[src/rtl/acc_alu_pkg.sv]
// Package: shared widths, flag bit positions and operation codes of the
// accumulator ALU. Assumes an 8-bit data path with a 16-bit pair add.
package acc_alu_pkg;
    localparam int BYTE_W  = 8;
    localparam int WORD_W  = 2 * BYTE_W;
    localparam int NIB_W   = BYTE_W / 2;
    localparam int OP_W    = 5;

    // Status byte bit positions
    localparam int FZ = 7;
    localparam int FN = 6;
    localparam int FH = 5;
    localparam int FC = 4;
    localparam logic [BYTE_W-1:0] FLAG_BITS = 8'hF0;

    typedef enum logic [OP_W-1:0] {
        OP_ADD   = 5'd0,
        OP_ADC   = 5'd1,
        OP_SUB   = 5'd2,
        OP_SBC   = 5'd3,
        OP_AND   = 5'd4,
        OP_XOR   = 5'd5,
        OP_OR    = 5'd6,
        OP_CP    = 5'd7,
        OP_INC   = 5'd8,
        OP_DEC   = 5'd9,
        OP_ADD16 = 5'd10,
        OP_RLCA  = 5'd11,
        OP_RLA   = 5'd12,
        OP_RRCA  = 5'd13,
        OP_RRA   = 5'd14,
        OP_DAA   = 5'd15,
        OP_CPL   = 5'd16,
        OP_SCF   = 5'd17,
        OP_CCF   = 5'd18
    } alu_op_e;
endpackage

[src/rtl/acc_alu_addsub.sv]
// Module: 8-bit adder/subtractor with carry-in.
// Produces the byte result, the carry/borrow out of the low nibble and the
// carry/borrow out of the top bit. Purely combinational.
module acc_alu_addsub
    import acc_alu_pkg::*;
(
    input  logic [BYTE_W-1:0] a,
    input  logic [BYTE_W-1:0] b,
    input  logic              cin,
    input  logic              sub,
    output logic [BYTE_W-1:0] r,
    output logic              half,
    output logic              carry
);
    logic [BYTE_W:0] full_w;
    logic [NIB_W:0]  nib_w;

    // Full-width and nibble-width sum or difference, carry/borrow in the top bit.
    always_comb begin
        if (sub) begin
            full_w = {1'b0, a} - {1'b0, b} - {{BYTE_W{1'b0}}, cin};
            nib_w  = {1'b0, a[NIB_W-1:0]} - {1'b0, b[NIB_W-1:0]} - {{NIB_W{1'b0}}, cin};
        end else begin
            full_w = {1'b0, a} + {1'b0, b} + {{BYTE_W{1'b0}}, cin};
            nib_w  = {1'b0, a[NIB_W-1:0]} + {1'b0, b[NIB_W-1:0]} + {{NIB_W{1'b0}}, cin};
        end
    end

    assign r     = full_w[BYTE_W-1:0];
    assign carry = full_w[BYTE_W];
    assign half  = nib_w[NIB_W];
endmodule

[src/rtl/acc_alu_unary.sv]
// Module: single-operand accumulator operations (rotates, decimal adjust,
// complement). Returns the new byte and the carry the operation produces.
// Assumes the caller applies the flag mask. Combinational.
module acc_alu_unary
    import acc_alu_pkg::*;
(
    input  logic [OP_W-1:0]   op,
    input  logic [BYTE_W-1:0] a,
    input  logic [BYTE_W-1:0] f,
    output logic [BYTE_W-1:0] r,
    output logic              carry
);
    logic [BYTE_W-1:0] corr;
    logic              dec_ovf;

    // Decimal correction amount and decimal overflow from the incoming flags.
    always_comb begin
        corr    = '0;
        dec_ovf = f[FC];
        if (!f[FN]) begin
            if (f[FH] || (a[NIB_W-1:0] > 4'd9)) corr[NIB_W-1:0] = 4'h6;
            if (f[FC] || (a > 8'h99)) begin
                corr[BYTE_W-1:NIB_W] = 4'h6;
                dec_ovf = 1'b1;
            end
        end else begin
            if (f[FH]) corr[NIB_W-1:0] = 4'h6;
            if (f[FC]) corr[BYTE_W-1:NIB_W] = 4'h6;
        end
    end

    // Result and carry selection per operation.
    always_comb begin
        r     = a;
        carry = f[FC];
        case (op)
            OP_RLCA: begin r = {a[BYTE_W-2:0], a[BYTE_W-1]}; carry = a[BYTE_W-1]; end
            OP_RLA:  begin r = {a[BYTE_W-2:0], f[FC]};       carry = a[BYTE_W-1]; end
            OP_RRCA: begin r = {a[0], a[BYTE_W-1:1]};        carry = a[0];        end
            OP_RRA:  begin r = {f[FC], a[BYTE_W-1:1]};       carry = a[0];        end
            OP_DAA:  begin r = f[FN] ? (a - corr) : (a + corr); carry = dec_ovf;  end
            OP_CPL:  r = ~a;
            default: ;
        endcase
    end
endmodule

[src/rtl/acc_alu_flagmerge.sv]
// Module: per-bit merge of computed flags into the old status byte under a
// mask. Bits outside the flag field are forced to 0. Combinational.
module acc_alu_flagmerge
    import acc_alu_pkg::*;
(
    input  logic [BYTE_W-1:0] fresh,
    input  logic [BYTE_W-1:0] mask,
    input  logic [BYTE_W-1:0] old,
    output logic [BYTE_W-1:0] merged
);
    for (genvar i = 0; i < BYTE_W; i++) begin : g_bit
        if (FLAG_BITS[i]) begin : g_flag
            assign merged[i] = mask[i] ? fresh[i] : old[i];
        end else begin : g_zero
            assign merged[i] = 1'b0;
        end
    end
endmodule

[src/rtl/acc_alu.sv]
// Module: accumulator ALU with per-operation flag masking.
// Decodes the operation code into a computed flag byte, an update mask and a
// write strobe, then registers result, strobe and merged flags.
// Assumes operands are stable when op_valid is high; one-cycle latency.
module acc_alu
    import acc_alu_pkg::*;
(
    input  logic              clk,
    input  logic              rst_n,
    input  logic              op_valid,
    input  logic [OP_W-1:0]   op_sel,
    input  logic [BYTE_W-1:0] acc_in,
    input  logic [WORD_W-1:0] opnd_in,
    input  logic [WORD_W-1:0] hl_in,
    input  logic [BYTE_W-1:0] flags_in,
    output logic [WORD_W-1:0] res_out,
    output logic              res_we,
    output logic [BYTE_W-1:0] flags_out
);
    localparam int LOW12 = 3 * NIB_W;

    logic [BYTE_W-1:0] as_a, as_b, as_r;
    logic              as_cin, as_sub, as_h, as_c;
    logic [BYTE_W-1:0] un_r;
    logic              un_c;
    logic [WORD_W:0]   w_sum;
    logic [LOW12:0]    w_low;
    logic [BYTE_W-1:0] fresh, mask, merged;
    logic [WORD_W-1:0] res_d;
    logic              we_d;
    logic              is_incdec;

    // Operand steering for the shared adder/subtractor.
    always_comb begin
        is_incdec = (op_sel == OP_INC) || (op_sel == OP_DEC);
        as_a   = is_incdec ? opnd_in[BYTE_W-1:0] : acc_in;
        as_b   = is_incdec ? 8'd1 : opnd_in[BYTE_W-1:0];
        as_cin = ((op_sel == OP_ADC) || (op_sel == OP_SBC)) && flags_in[FC];
        as_sub = (op_sel == OP_SUB) || (op_sel == OP_SBC) ||
                 (op_sel == OP_CP)  || (op_sel == OP_DEC);
    end

    acc_alu_addsub u_addsub (
        .a(as_a), .b(as_b), .cin(as_cin), .sub(as_sub),
        .r(as_r), .half(as_h), .carry(as_c)
    );

    acc_alu_unary u_unary (
        .op(op_sel), .a(acc_in), .f(flags_in), .r(un_r), .carry(un_c)
    );

    // 16-bit pair add with carry taps at bit 11 and bit 15.
    always_comb begin
        w_sum = {1'b0, hl_in} + {1'b0, opnd_in};
        w_low = {1'b0, hl_in[LOW12-1:0]} + {1'b0, opnd_in[LOW12-1:0]};
    end

    // Per-operation result, write strobe, computed flags and update mask.
    always_comb begin
        res_d = '0;
        we_d  = 1'b0;
        fresh = '0;
        mask  = '0;
        if (op_valid) begin
            case (op_sel)
                OP_ADD, OP_ADC, OP_SUB, OP_SBC, OP_CP: begin
                    res_d     = {{BYTE_W{1'b0}}, as_r};
                    we_d      = (op_sel != OP_CP);
                    fresh[FZ] = (as_r == '0);
                    fresh[FN] = as_sub;
                    fresh[FH] = as_h;
                    fresh[FC] = as_c;
                    mask      = FLAG_BITS;
                end
                OP_AND, OP_XOR, OP_OR: begin
                    if (op_sel == OP_AND)      res_d[BYTE_W-1:0] = acc_in & opnd_in[BYTE_W-1:0];
                    else if (op_sel == OP_XOR) res_d[BYTE_W-1:0] = acc_in ^ opnd_in[BYTE_W-1:0];
                    else                       res_d[BYTE_W-1:0] = acc_in | opnd_in[BYTE_W-1:0];
                    we_d      = 1'b1;
                    fresh[FZ] = (res_d[BYTE_W-1:0] == '0);
                    fresh[FH] = (op_sel == OP_AND);
                    mask      = FLAG_BITS;
                end
                OP_INC, OP_DEC: begin
                    res_d     = {{BYTE_W{1'b0}}, as_r};
                    we_d      = 1'b1;
                    fresh[FZ] = (as_r == '0);
                    fresh[FN] = as_sub;
                    fresh[FH] = as_h;
                    mask      = FLAG_BITS & ~(8'h1 << FC);
                end
                OP_ADD16: begin
                    res_d     = w_sum[WORD_W-1:0];
                    we_d      = 1'b1;
                    fresh[FH] = w_low[LOW12];
                    fresh[FC] = w_sum[WORD_W];
                    mask      = FLAG_BITS & ~(8'h1 << FZ);
                end
                OP_RLCA, OP_RLA, OP_RRCA, OP_RRA: begin
                    res_d     = {{BYTE_W{1'b0}}, un_r};
                    we_d      = 1'b1;
                    fresh[FC] = un_c;
                    mask      = FLAG_BITS;
                end
                OP_DAA: begin
                    res_d     = {{BYTE_W{1'b0}}, un_r};
                    we_d      = 1'b1;
                    fresh[FZ] = (un_r == '0);
                    fresh[FC] = un_c;
                    mask      = FLAG_BITS & ~(8'h1 << FN);
                end
                OP_CPL: begin
                    res_d     = {{BYTE_W{1'b0}}, un_r};
                    we_d      = 1'b1;
                    fresh[FN] = 1'b1;
                    fresh[FH] = 1'b1;
                    mask      = (8'h1 << FN) | (8'h1 << FH);
                end
                OP_SCF, OP_CCF: begin
                    fresh[FC] = (op_sel == OP_SCF) ? 1'b1 : ~flags_in[FC];
                    mask      = (8'h1 << FN) | (8'h1 << FH) | (8'h1 << FC);
                end
                default: ;
            endcase
        end
    end

    acc_alu_flagmerge u_merge (
        .fresh(fresh), .mask(mask), .old(flags_in), .merged(merged)
    );

    // Output register stage with synchronous active-low reset.
    always_ff @(posedge clk) begin
        if (!rst_n) begin
            res_out   <= '0;
            res_we    <= 1'b0;
            flags_out <= '0;
        end else begin
            res_out   <= res_d;
            res_we    <= we_d;
            flags_out <= merged;
        end
    end


    cp_no_write_chk: assert property (@(posedge clk) disable iff (!rst_n)
        (op_valid && op_sel == OP_CP) |=> !res_we);


    idle_no_write_chk: assert property (@(posedge clk) disable iff (!rst_n)
        !op_valid |=> (!res_we && flags_out[FZ] == $past(flags_in[FZ])));


    incdec_carry_kept_chk: assert property (@(posedge clk) disable iff (!rst_n)
        (op_valid && (op_sel == OP_INC || op_sel == OP_DEC))
        |=> flags_out[FC] == $past(flags_in[FC]));


    add16_zero_kept_chk: assert property (@(posedge clk) disable iff (!rst_n)
        (op_valid && op_sel == OP_ADD16)
        |=> (flags_out[FZ] == $past(flags_in[FZ]) && !flags_out[FN]));


    rotate_zero_low_chk: assert property (@(posedge clk) disable iff (!rst_n)
        (op_valid && op_sel >= OP_RLCA && op_sel <= OP_RRA) |=> !flags_out[FZ]);


    cpl_sets_nh_chk: assert property (@(posedge clk) disable iff (!rst_n)
        (op_valid && op_sel == OP_CPL) |=> (flags_out[FN] && flags_out[FH]));
endmodule

[config.mk]
export PLATFORM = sky130hd
export DESIGN_NAME = acc_alu
export DESIGN_NICKNAME = d
export VERILOG_FILES = /design/src/rtl/acc_alu_pkg.sv /design/src/rtl/acc_alu_addsub.sv /design/src/rtl/acc_alu_unary.sv /design/src/rtl/acc_alu_flagmerge.sv /design/src/rtl/acc_alu.sv
export SDC_FILE = /design/constraint.sdc
export NUM_CORES = 1
export LEC_CHECK = 0
export BUFFER_PORTS_ARGS = -buffer_cell sky130_fd_sc_hd__buf_4
export CAP_MARGIN = 40
export CORE_ASPECT_RATIO = 0.9
export CORE_MARGIN = 10
export CORE_UTILIZATION = 40
export CTS_CLUSTER_SIZE = 14
export DETAILED_ROUTE_END_ITERATION = 8
export PLACE_DENSITY = 0.6
export SYNTH_ARGS = -nofsm -noshare
export SYNTH_HDL_FRONTEND = slang
export SYNTH_SLANG_ARGS = --single-unit
[constraint.sdc]
create_clock -name clk -period 4.54 [get_ports clk]
set_clock_uncertainty 0.05 [all_clocks]
set_input_delay 0.681 -clock clk [delete_from_list [all_inputs] [get_ports clk]]
set_output_delay 0.681 -clock clk [all_outputs]
set_load 0.02 [all_outputs]
==> key figures, run 1 <==
Cells and area
  • Area Growth Syn to Fin: 18.7%
  • Register area: 420 um2
  • Layout cells sized above 1: 15.9%
  • Area occupied by multi-input gates: 0.00338 mm2
  • Fillcell total: 1028
  • Ant. Diodes: 0
  • Final #Nets: 752

Clock network
  • Clk buf depth: 2
  • Htree depth: 1
  • Post-CTS setup buffers: 0
  • Clock Pin Slew Worst Setup and Hold Paths: approximately 0.06 ns
  • Post-cts resize count: 0
  • # clock sinks: 21
  • CTS Buf Count: 3
  • CTS tree: done
  • Post-CTS Hold Fix Bufs: 0
  • Root buffer cell: clkbuf_16

Detailed routing
  • Vias: 4553
  • Met3 wire len: 980 um
  • Vias per cell: a little over 6
  • Iter 0 DRT Violations: 349
  • Wire per inst: 19.6 um
  • Post-route ant nets: 0
  • Routed metal-1 wirelength: 6.65 mm
  • Met2 wire length: approximately 6.8 mm
  • TritonRoute pass-1 iters: 5
  • Top layer used by detailed routing: met4
  • WL final: ~15 mm
  • DRC violations left: 0

Synth
  • Fraction of registers with async set/reset: 0%
  • Flops & latches, synth: 21
  • EDFF count, synth: 0
  • Syn. warnings: 0
  • Synth Instances: approximately 560
  • Post-Syn Area: just over 0.004 mm2
  • Avg Cell Area, Syn: approximately 7.2 um2
  • Synth cell types: 66
  • Main synth FF type: dfxtp_1
  • Sequential share of the synthesized area: between 10 and 15%

Floorplanning
  • Initial Util: 41.5%
  • # rows: 34
  • Core Area: 0.00978 mm2
  • # IOs: 81
  • Full die area: 0.0146 mm2
  • Die Y: ~120 um
  • Chip Width: 126 um

STA
  • Unrepaired setup endpoints after global routing: no
  • Worst slew margin: between 50% and 60%
  • Fmax: 251 MHz
  • Worst-Margin Slew: ~0.65 ns
  • Setup TNS: 0 ns
  • Minimum clock period: around 4 ns
  • Final Hold Violating Endpoints: 0
  • Setup violations, final: 0
  • Final critical-path share of the clock period: 87.9%
  • Max-slew violation count: 0

Setup path
  • Critical Path End Type: flip-flop
  • Worst EP arrival: ~4.1 ns
  • Crit Path Category: input port to flip-flop
  • CP max FO: 23
  • Critical path launch point type: input port
  • Critical path data required time: 4.61 ns

Global route
  • Vias in the first global route: 4295
  • Gr ovfl total: 0
  • Largest net degree at the start of global routing: 35
  • First-pass GRT wire length: 23.0 mm
  • Total Routing Usage GR: 19.0%
  • Initial antenna violation count: 0

Pwr
  • Power consumption: 0.901 mW
  • Worst VDD drop: 187 uV
  • Leak: 2.19 nW
  • Pwr/cell area: roughly 190 mW/mm2

Placed design
  • Port-buffer cells: 72
  • Routability congestion estimate from global placement: 0.985
  • Post-DP HPWL: 12.3 mm

Run
  • # Max-Cap Violations: 0

Status
  • Status: finished, final reports clean

Hold path
  • Hold depth: 2
  • Min-delay worst type: input port to flip-flop
-- critical path, stage by stage --
cell	delay [ns]
buf_4	0.22
nor4b_4	0.30
buf_4	0.24
nor2_1	0.06
a21o_1	0.17
ha_1	0.36
ha_1	0.38
nand3_1	0.10
mux2_2	0.31
a311oi_1	0.55
o41ai_1	0.14
or3_1	0.38
nand2_1	0.10
a31oi_1	0.07
-- layer usage --
metal | GRT usage, % | vias to the layer above
met5 | 0 | -
met3 | 3.29 | 28
met4 | 5.46 | 0
met2 | 31.6 | 174
li1 | - | 2198
met1 | 24.8 | 2153
-- final timing paths --
check	slack [ns]	from	end
max	0.55	op_sel[3]	res_out[7]$_SDFF_PN0_
min	0.66	rst_n	flags_out[4]$_SDFF_PN0_
-- flip-flops by register name, summed over array words and instances (netlist names) --
name,cells
res_out,16
flags_out,4
res_we,1
-- cell usage after synthesis, types with 11 or more instances --
library cell | instances | share of area [%]
inv_1 | 45 | 4.2
nor3_1 | 17 | 2.1
dfxtp_1 | 21 | 10
xnor2_1 | 11 | 2.4
a211oi_1 | 11 | 2.0
clkbuf_1 | 11 | 1.0
ha_1 | 60 | 18
a21oi_1 | 34 | 4.2
nand3_1 | 15 | 1.8
nand2_1 | 52 | 4.8
o21ai_0 | 24 | 3.0
a21o_1 | 15 | 2.8
nor2_1 | 58 | 5.4
-- placed cells by master, fill, tap and decap left out, drive strengths merged, types with 5 or more instances in the layout --
cell	count
nor3	17
or2	5
ha	60
nand2b	10
a211oi	11
a21o	15
dfxtp	21
nand4	8
inv	45
a221oi	7
nor2	59
o31ai	6
or3	9
a41oi	6
nand3	15
a21oi	34
o211ai	6
o21ai	24
xor2	10
nor2b	8
buf	82
o21a	6
o21bai	6
xnor2	11
mux2i	5
nand2	52
fa	6
a31oi	8
-- cell type report --
| cell class | count | share of cell area [%] |
|---|---|---|
| Sequential cell | 21 | 8.72 |
| Timing Repair Buffer | 82 | 12.8 |
| Tap cell | 126 | 3.27 |
| Clock buffer | 4 | 1.64 |
| Multi-Input combinational cell | 476 | 70.0 |
| Inverter | 46 | 3.58 |
-- report_power, final --
group          switching (mW)  total [mW]  internal (mW)
registers             0.00169       0.192          0.190
logic                   0.310       0.523          0.213
clock network          0.0666       0.186          0.120
total                   0.378       0.901          0.523
-- cell families after synthesis --
family / share of synthesized area [%]
AOI/OAI and AO/OA: 29.7
xor gates and xnor gates: 4.53
adders and majority gates: 21.4
buffers and inverters: 6.78
DFF: 10.4
muxes: 1.79
other: 0.0924
and+or+nand+nor: 25.3
-- through the flow --
stage,hold slack [ns],cell area (um2),utilization (%),instances,setup slack (ns)
final,0.659,4820,49.3,755,0.551
after global routing,0.655,4820,49.3,755,0.367
after CTS,0.656,4820,49.3,755,0.606
after detailed placement,0.916,4740,48.5,751,0.339
after global placement,0.919,4740,48.5,751,0.423
after floorplan,0.762,4070,-,565,0.535
(Power assumes the default switching activity.)
==> inputs of run 2 (changes only) <==
--- a/config.mk
+++ b/config.mk
@@ -15,4 +15,5 @@
 export PLACE_DENSITY = 0.6
 export SYNTH_ARGS = -nofsm -noshare
 export SYNTH_HDL_FRONTEND = slang
+export SYNTH_HIERARCHICAL = 1
 export SYNTH_SLANG_ARGS = --single-unit
==> key figures, run 2 <==
Cells and area
  • Final #Nets: 806 (+7.2%)
  • Max reg flops: 16 (unchanged)
  • Final cell count without fillers: 815 (+7.9%)
  • Layout cells sized above 1: 20.1% (+4.2 points)
  • Area Growth Syn to Fin: 20.4%
  • Reg with most FFs: res_out
  • Ant. Diodes: 0 (unchanged)
  • Commonest non-fill, non-tap cells in the layout: buf_4, ha_1, inv_1
  • Most common cell after layout, fill and taps aside: buf_4
  • Top flop regs: res_out x16, flags_out x8, res_we x1

Floorplanning
  • Chip Width: 131 um (+3.6%)
  • Initial Util: 40.8% (-0.65 points)
  • Die Y: 120 um (+3.5%)
  • # rows: 36 (+5.9%)
  • Full die area: 0.0156 mm2 (+7.3%)
  • # IOs: 81 (unchanged)
  • Core Area: 0.0108 mm2 (+10%)

Clock network
  • CTS Buf Count: 3 (unchanged)
  • Post-CTS setup buffers: 0 (unchanged)
  • Htree depth: 1 (unchanged)
  • Post-CTS Hold Fix Bufs: 0 (unchanged)
  • Root buffer cell: clkbuf_16
  • Post-cts resize count: 0 (unchanged)
  • Clk buf depth: 2 (unchanged)
  • # clock sinks: 25 (+19%)
  • CTS tree: done
  • Clock Pin Slew Worst Setup and Hold Paths: 0.06 ns (about the same)

Setup path
  • Worst setup endpoint: flags_out[7]$_SDFF_PN0_
  • Critical-path top delay cell: fa_1
  • Worst EP arrival: 4.31 ns (+0.25 ns)
  • Crit-path cells: buf_4 -> nand2b_1 -> nor3_4 -> nand2_1 -> o21ai_0 -> inv_1 -> fa_1 -> fa_1 -> and2_1 -> o21ai_0 -> a21oi_1 -> xor2_1 -> mux2i_1 -> nor4_1 -> a31oi_1 -> o22ai_2 -> mux2_4 -> and2_1
  • Critical path launch point type: input port
  • Critical path data required time: 4.65 ns (+0.04 ns)
  • Critical Path End Type: flip-flop
  • CP max FO: 5 (-78%)
  • Critical Path Max Stage Delay: 0.47 ns (-0.08 ns)
  • Crit Path Category: input port to flip-flop
  • Crit path from: op_sel[4]

Global route
  • Total Routing Usage GR: 17.4% (-1.7 points)
  • Gr ovfl total: 0 (unchanged)
  • Initial antenna violation count: 0 (unchanged)
  • Largest net degree at the start of global routing: 30 (-14%)
  • Vias in the first global route: 4417 (+2.8%)
  • First-pass GRT wire length: 22.5 mm (-2.2%)

Pwr
  • Power consumption: 1.03 mW (+14%)
  • Net Sw Frac: 40.4% (-1.6 points)
  • Seq pwr share: 22.2% (+0.9 points)
  • Logic gate share of total power: 58.4% (+0.3 points)
  • Switching power: 0.416 mW (+9.9%)
  • Leak: 2.44 nW (+11%)
  • Internal power: 0.614 mW (+17%)
  • Clock Power Share: 19.4% (-1.3 points)
  • Pwr/cell area: 194 mW/mm2 (+3.6%)
  • Worst VDD drop: 137 uV (-27%)

STA
  • Setup violations, final: 0 (unchanged)
  • Minimum clock period: 4.20 ns (+0.213 ns)
  • Fmax: 238 MHz (-5.1%)
  • Final critical-path share of the clock period: 92.6% (+4.7 points)
  • Worst-Margin Slew: 0.817 ns (+0.165 ns)
  • Setup TNS: 0 ns (unchanged)
  • Max-slew violation count: 0 (unchanged)
  • Unrepaired setup endpoints after global routing: no
  • Worst slew margin: 45.4% (-11 points)
  • Final Hold Violating Endpoints: 0 (unchanged)

Hold path
  • Min-delay worst type: input port to flip-flop

Detailed routing
  • Vias: 4662 (+2.4%)
  • WL final: 14.0 mm (-4.9%)
  • Iter 0 DRT Violations: 386 (+11%)
  • Wire per inst: 17.2 um (-12%)
  • DRC violations left: 0 (unchanged)
  • Vias per cell: 5.72 (-5.1%)
  • Post-route ant nets: 0 (unchanged)
  • TritonRoute pass-1 iters: 5 (unchanged)

Synth
  • Synth Instances: 595 (+5.9%)
  • Syn. warnings: 6 (+6)
  • Avg Cell Area, Syn: 7.42 um2 (+2.7%)
  • Post-Syn Area: 0.00442 mm2 (+8.8%)

Status
  • Status: finished, final reports clean

Placed design
  • Placed Cells: 811 (+8.0%)
  • Port-buffer cells: 76 (+5.6%)
  • Routability congestion estimate from global placement: 0.959 (-2.6%)
  • Post-DP HPWL: 11.9 mm (-3.2%)

Run
  • # Max-Cap Violations: 0 (unchanged)
-- run 2: per-layer routing --
| metal | vias to the layer above | wire length (um) | track usage (%) |
|---|---|---|---|
| met1 | 2168 | 6720 | 24.6 |
| met5 | - | 0 | 0 |
| li1 | 2331 | - | - |
| met4 | 0 | 68 | 2.01 |
| met2 | 157 | 6200 | 27.1 |
| met3 | 6 | 1050 | 3.52 |
-- run 2: power groups by stage --
stage / registers [mW] / logic [mW] / clock network, mW
CTS: 0.228 / 0.597 / 0.203
global placement: 0.233 / 0.586 / 0
finish: 0.228 / 0.602 / 0.200
detailed placement: 0.233 / 0.594 / 0
floorplan: 0.243 / 0.388 / 0
global route: 0.229 / 0.668 / 0.217
-- run 2: worst min path at each step --
stage                start                      end  slack (ns)  cells past startpoint
2_1_floorplan  flags_in[5]  flags_out[5]$_SDFF_PN0_        0.88                      2
4_1_cts              rst_n  flags_out[7]$_SDFF_PN0_        0.69                      2
3_5_place_dp         rst_n  flags_out[7]$_SDFF_PN0_        0.96                      2
3_3_place_gp         rst_n  flags_out[7]$_SDFF_PN0_        0.96                      2
6_report             rst_n  flags_out[6]$_SDFF_PN0_        0.69                      2
5_1_grt              rst_n  flags_out[6]$_SDFF_PN0_        0.70                      2
-- run 2: layout make-up --
type | instances | area [um2]
multi-input cells | 485 | 3540
repair buffers | 106 | 796
fillers | 1067 | 5490
well taps | 133 | 166
inverters | 62 | 233
clock inverters | 1 | 7.51
flip-flops and latches | 25 | 500
clock buffers | 3 | 75.1
-- run 2: critical path: cells and delay by family --
kind	cells	cell delay [ns]
buffers and inverters	2	0.22
AO/OA/AOI/OAI	5	0.80
multiplexers	2	0.54
XOR/XNOR	1	0.15
adder cells (fa/ha/maj)	2	0.90
AND/OR/NAND/NOR	6	1.00
-- run 2: per-stage QoR --
stage          util, %  hold slack [ns]  area (um2)  worst slack (ns)
3_3_place_gp      48.4            0.961        5230          -0.00488
6_report          49.2            0.693        5320             0.338
4_1_cts           49.1            0.688        5310             0.243
2_1_floorplan        -            0.877        4430             0.205
5_1_grt           49.2            0.696        5320             0.108
3_5_place_dp      48.4            0.963        5230           -0.0262
